`src/rtl/idx_bridge_pkg.sv`:
```
package idx_bridge_pkg;

  localparam logic [7:0] ADDR_CTRL = 8'h6E;
  localparam logic [7:0] ADDR_OFFS = 8'h6F;
  localparam logic [7:0] ADDR_DATA = 8'hA0;

  localparam logic [2:0] TBL_PWR = 3'b001;

  typedef struct packed {
    logic [2:0] tbl;
    logic       rd;
    logic [3:0] port;
  } ctrl_t;

endpackage

```
`src/rtl/idx_decode.sv`:
```
module idx_decode
  import idx_bridge_pkg::*;
#(
  parameter int NUM_PORTS = 4,
  parameter int NUM_WORDS = 32,
  localparam int GW = $clog2(NUM_PORTS + 1),
  localparam int WW = $clog2(NUM_WORDS)
) (
  input  ctrl_t           ctrl,
  input  logic [7:0]      offset,
  output logic            sel_ok,
  output logic [GW-1:0]   grp,
  output logic [WW-1:0]   word,
  output logic            hi_byte
);

  localparam logic [3:0] MAX_PORT = 4'(NUM_PORTS);
  localparam logic [8:0] OFF_LIM  = 9'(2 * NUM_WORDS);

  logic tbl_ok, port_ok, off_ok;

  always_comb begin
    tbl_ok  = (ctrl.tbl == TBL_PWR);
    port_ok = (ctrl.port <= MAX_PORT);
    off_ok  = ({1'b0, offset} < OFF_LIM);
    sel_ok  = tbl_ok && port_ok && off_ok;
    grp     = ctrl.port[GW-1:0];
    word    = offset[WW:1];
    hi_byte = ~offset[0];
  end

endmodule

```
`src/rtl/idx_bank.sv`:
```
module idx_bank #(
  parameter int          NUM_GROUPS = 5,
  parameter int          NUM_WORDS  = 32,
  parameter int          RECOV_WORD = 23,
  parameter logic [15:0] RECOV_INIT = 16'h0027,
  localparam int GW = $clog2(NUM_GROUPS),
  localparam int WW = $clog2(NUM_WORDS)
) (
  input  logic          clk,
  input  logic          rst,
  input  logic          we,
  input  logic [GW-1:0] wgrp,
  input  logic [WW-1:0] wword,
  input  logic          whi,
  input  logic [7:0]    wbyte,
  input  logic [GW-1:0] rgrp,
  input  logic [WW-1:0] rword,
  input  logic          rhi,
  output logic [7:0]    rbyte
);

  logic [15:0] mem [NUM_GROUPS][NUM_WORDS];

  function automatic logic [15:0] wmask(input int w);
    return (w == RECOV_WORD) ? 16'h00FF : 16'hFFFF;
  endfunction

  function automatic logic [15:0] rstval(input int w);
    return (w == RECOV_WORD) ? RECOV_INIT : 16'h0000;
  endfunction

  logic [15:0] m_sel;
  assign m_sel = wmask(int'(wword));

  always_ff @(posedge clk) begin
    if (rst) begin
      for (int g = 0; g < NUM_GROUPS; g++)
        for (int w = 0; w < NUM_WORDS; w++)
          mem[g][w] <= rstval(w) & wmask(w);
    end else if (we) begin
      if (whi)
        mem[wgrp][wword][15:8] <= (wbyte & m_sel[15:8]) |
                                  (mem[wgrp][wword][15:8] & ~m_sel[15:8]);
      else
        mem[wgrp][wword][7:0]  <= (wbyte & m_sel[7:0]) |
                                  (mem[wgrp][wword][7:0] & ~m_sel[7:0]);
    end
  end

  logic [15:0] rword_val;
  assign rword_val = mem[rgrp][rword];
  assign rbyte     = rhi ? rword_val[15:8] : rword_val[7:0];

endmodule

```
`src/rtl/idx_reg_bridge.sv`:
```
module idx_reg_bridge
  import idx_bridge_pkg::*;
#(
  parameter int          NUM_PORTS  = 4,
  parameter int          NUM_WORDS  = 32,
  parameter int          RECOV_WORD = 23,
  parameter logic [15:0] RECOV_INIT = 16'h0027
) (
  input  logic       clk,
  input  logic       rst,
  input  logic       bus_we,
  input  logic [7:0] bus_addr,
  input  logic [7:0] bus_wdata,
  output logic [7:0] bus_rdata
);

  localparam int NUM_GROUPS = NUM_PORTS + 1;
  localparam int GW = $clog2(NUM_GROUPS);
  localparam int WW = $clog2(NUM_WORDS);

  ctrl_t      ctrl_q;
  logic [7:0] off_q;
  logic [7:0] data_q;
  logic [7:0] rdata_q;

  // Two decoders: the read path sees the offset being written now,
  // the write path sees the stored offset.
  logic          rd_ok, wr_ok, rd_hi, wr_hi;
  logic [GW-1:0] rd_grp, wr_grp;
  logic [WW-1:0] rd_word, wr_word;

  idx_decode #(.NUM_PORTS(NUM_PORTS), .NUM_WORDS(NUM_WORDS)) rd_dec_i (
    .ctrl(ctrl_q), .offset(bus_wdata),
    .sel_ok(rd_ok), .grp(rd_grp), .word(rd_word), .hi_byte(rd_hi)
  );

  idx_decode #(.NUM_PORTS(NUM_PORTS), .NUM_WORDS(NUM_WORDS)) wr_dec_i (
    .ctrl(ctrl_q), .offset(off_q),
    .sel_ok(wr_ok), .grp(wr_grp), .word(wr_word), .hi_byte(wr_hi)
  );

  logic       trig_rd;
  logic       bank_we;
  logic [7:0] bank_rbyte;

  assign trig_rd = bus_we && (bus_addr == ADDR_OFFS) && ctrl_q.rd;
  assign bank_we = bus_we && (bus_addr == ADDR_DATA) && !ctrl_q.rd && wr_ok;

  idx_bank #(
    .NUM_GROUPS(NUM_GROUPS), .NUM_WORDS(NUM_WORDS),
    .RECOV_WORD(RECOV_WORD), .RECOV_INIT(RECOV_INIT)
  ) bank_i (
    .clk(clk), .rst(rst),
    .we(bank_we), .wgrp(wr_grp), .wword(wr_word), .whi(wr_hi), .wbyte(bus_wdata),
    .rgrp(rd_grp), .rword(rd_word), .rhi(rd_hi), .rbyte(bank_rbyte)
  );

  always_ff @(posedge clk) begin
    if (rst) begin
      ctrl_q <= '0;
      off_q  <= '0;
      data_q <= '0;
    end else begin
      if (bus_we && bus_addr == ADDR_CTRL) ctrl_q <= ctrl_t'(bus_wdata);
      if (bus_we && bus_addr == ADDR_OFFS) off_q  <= bus_wdata;
      if (trig_rd) data_q <= rd_ok ? bank_rbyte : 8'h00;
    end
  end

  always_ff @(posedge clk) begin
    if (rst) rdata_q <= '0;
    else begin
      case (bus_addr)
        ADDR_CTRL: rdata_q <= ctrl_q;
        ADDR_OFFS: rdata_q <= off_q;
        ADDR_DATA: rdata_q <= data_q;
        default:   rdata_q <= 8'h00;
      endcase
    end
  end

  assign bus_rdata = rdata_q;

endmodule

```
`config.mk`:
```
export PLATFORM = sky130hd
export DESIGN_NAME = idx_reg_bridge
export DESIGN_NICKNAME = d
export VERILOG_FILES = /design/src/rtl/idx_bridge_pkg.sv /design/src/rtl/idx_decode.sv /design/src/rtl/idx_bank.sv /design/src/rtl/idx_reg_bridge.sv
export SDC_FILE = /design/constraint.sdc
export NUM_CORES = 2
export LEC_CHECK = 0
export BUFFER_PORTS_ARGS = -buffer_cell sky130_fd_sc_hd__buf_2
export CORE_ASPECT_RATIO = 0.5
export CORE_MARGIN = 2
export CORE_UTILIZATION = 60
export DETAILED_ROUTE_END_ITERATION = 7
export PLACE_DENSITY = 0.76
export SLEW_MARGIN = 10
export SYNTH_ARGS = -nofsm -noshare
export SYNTH_HDL_FRONTEND = slang
export SYNTH_SLANG_ARGS = --single-unit
```
`constraint.sdc`:
```
create_clock -name clk -period 12.5 [get_ports clk]
set_input_delay 1.25 -clock clk [delete_from_list [all_inputs] [get_ports clk]]
set_output_delay 1.25 -clock clk [all_outputs]
set_load 0.03 [all_outputs]
```
==> flow_summary.ini <==
[timing]
maxSlewHeadroom = 0.0740
fin_crit_sh = 0.482
worstMarginPinSlew_ps = 1380
drv_slew = 0
rsz0062_at_grt = no
max_freq_ghz = 0.166
fin_hold_ws_ps = 470
finClkSkew_ps = 55.9
timing.final.crit_period_ps = 6030
worst_slack_ps = 6470
setup_violations = 0
finalHoldViolCount = 0
setup_tns_ps = 0

[synthesis]
synthCells = 9512
async_flop_share = 0
synth_area_leader_cell = edfxtp_1
yosysSeqAreaShare = 0.727
syn_area_um2 = 170000
synth.top_cells.by_area = edfxtp_1 (72%), mux4_2 (16%), nor2_1 (4.6%), nand2b_1 (1.0%), nand2_1 (0.93%)
synth_seq_cells = 4131
synth_top_cell_area_share = 0.723
yosys_warnings = 0
avgSynthCellArea_um2 = 17.9
synth_cell_types = 66
ys.flop_type = edfxtp_1
synth_edf_count = 4096

[route]
drtPass1Iterations = 8
route.vias.total = 94776
drt-wirelength-per-cell_um = 29.5
vias_per_cell = 6.30
drtIter0Drc = 14676
routed_wl_mm = 444
drc_errors = 0
ant_nets = 0

[placement]
dp_slack_ps = 6040
placed_cells_incl_taps = 14380
io_buffers = 26
hpwl_mm = 269
gp_congestion = 0.908

[final_layout]
multi_input_area_um2 = 49400
fillers = 18050
seq_area_um2 = 124000
drive_above_1_share = 0.176
num-nets-final = 10974
area_growth_pct = 12.0
final_cells = 15043

[clock_tree]
htree_levels = 5
clkLatencyLatePin_ps = 940
ctsHoldBuffers = 0
cts_buffers = 353
clockRootBuffer = clkbuf_16
clkTransAtPathRegs_ps = 70
cts_tree = built
postCtsSetupRepairBufs = 0
cts_resized = 0
clk_path_buf_depth = 4
cts.sinks = 4131

[worst_hold_path]
worstHoldStart = ctrl_q[3]
worstHoldPathCells = 2
hold_path_end = ctrl_q[3]
min_path_type = register to register

[power]
peakVddDrop_mv = 0.141
power_density_nw_per_um2 = 144
finalPower_w = 0.0275
power.leakage_nw = 65.4

[floorplanning]
ios = 27
die_y_um = 381
die_area_um2 = 288000
core_area_um2 = 282000
die_x_um = 757
initial_core_util = 0.602
row_count = 138

[setup_path]
cp_data_arrival_time_ps = 6840
start_kind = register
crit_path_max_fanout = 90
rrSetupSlack_ps = 6470
cp.required_ps = 13310
worstReg2RegEnd = data_q[4]
end_kind = register
reg2reg_depth = 10
worstSetupPathType = register to register

[global_routing]
antenna_found_initial = 32
grt_pass1_vias = 92058
groute.usage.overall = 0.309
grt_pass1_wl_mm = 637
grt_max_degree = 131
overflow = 0

[job]
cap_viol_max_count = 0

[status]
status = complete, no violations
==> per-layer routing <==
layer  GRT usage  vias to the layer above  part of all wire
met5           0                        -           0.00043
met4       0.113                       28             0.042
met3      0.0973                     1035              0.15
met2       0.463                     6946              0.45
met1       0.436                    48341              0.35
li1            -                    38426                 -
==> flip-flops by register name (all words and copies together) (netlist names), named ones only <==
name / count
bank_i.mem: 4096
bus_rdata: 8
ctrl_q: 8
data_q: 8
off_q: 8
==> power by group <==
part	switching [W]	total [W]	internal [W]
combinational	0.000661	0.000951	0.000290
clock	0.00499	0.0108	0.00582
sequential	0.000147	0.0158	0.0156
==> logic make-up after synthesis <==
| kind of cell | count (synthesis) | share of synthesized area |
|---|---|---|
| compound gates | 362 | 0.0148 |
| buf+inv | 667 | 0.0186 |
| flops | 4131 | 0.727 |
| simple gates | 3050 | 0.0748 |
| mux | 1301 | 0.165 |
| other cells | 1 | 0.0000220 |
==> worst max-delay path, cell delays in order (launching register included) <==
cell      delay [ps]
dfxtp_4          920
buf_12           600
buf_4            660
buf_4            650
mux4_2           600
mux4_2           540
o22ai_1          980
nor3_1           200
o2111a_1         240
a21oi_1          220
o31ai_1          110
==> worst max path at each step <==
stage                 from                 end  cells past startpoint
2_1_floorplan  bus_addr[4]  bank_i.mem[4][107]                      9
3_5_place_dp   bus_addr[4]  bank_i.mem[3][320]                     10
3_3_place_gp   bus_addr[4]  bank_i.mem[0][320]                     10
6_report          register           data_q[4]                     10
4_1_cts           register           data_q[4]                     10
5_1_grt           register           data_q[7]                     11
==> Yosys cell counts, types with 37 or more instances <==
cell,number
nand2_1,423
buf_4,66
nand2b_1,277
clkbuf_1,323
edfxtp_1,4096
buf_2,170
mux4_2,1200
nor2_1,2105
and2_1,88
mux2i_1,81
a21oi_1,64
a22oi_1,54
nand3_1,37
buf_1,59
a21o_1,63
==> final cells by class <==
class                      instances  area share
antenna                           26    0.000341
clock buffer                     435      0.0495
clock inverter                   202     0.00807
inverter                          23    0.000637
multi-input combinational       6249       0.259
sequential                      4131       0.649
tap                             3780      0.0248
timing repair buffer             197     0.00859
==> per-stage QoR <==
stage,instance area [um^2],util
6_report,191000,0.675
2_1_floorplan,176000,-
3_3_place_gp,180000,0.636
5_1_grt,191000,0.675
4_1_cts,191000,0.675
3_5_place_dp,180000,0.636
==> cell usage in the layout, fill, tap and decap left out, types with 15 or more instances in the layout <==
| cell | count |
|---|---|
| a21o_1 | 63 |
| nor2_1 | 2088 |
| mux2i_1 | 81 |
| dfxtp_1 | 32 |
| clkinv_2 | 70 |
| o22ai_1 | 30 |
| o21ai_0 | 30 |
| buf_4 | 157 |
| mux4_2 | 1200 |
| buf_2 | 21 |
| nand2b_1 | 276 |
| clkbuf_1 | 64 |
| nand3_1 | 37 |
| mux2_2 | 20 |
| nor2b_1 | 15 |
| a211oi_1 | 21 |
| conb_1 | 1536 |
| clkbuf_16 | 363 |
| diode_2 | 26 |
| edfxtp_1 | 4096 |
| and2_1 | 87 |
| bufinv_16 | 22 |
| clkinv_1 | 89 |
| nor3_1 | 29 |
| buf_12 | 15 |
| a21oi_1 | 61 |
| a22oi_1 | 54 |
| nand2_1 | 415 |
(Power assumes the default switching activity.)
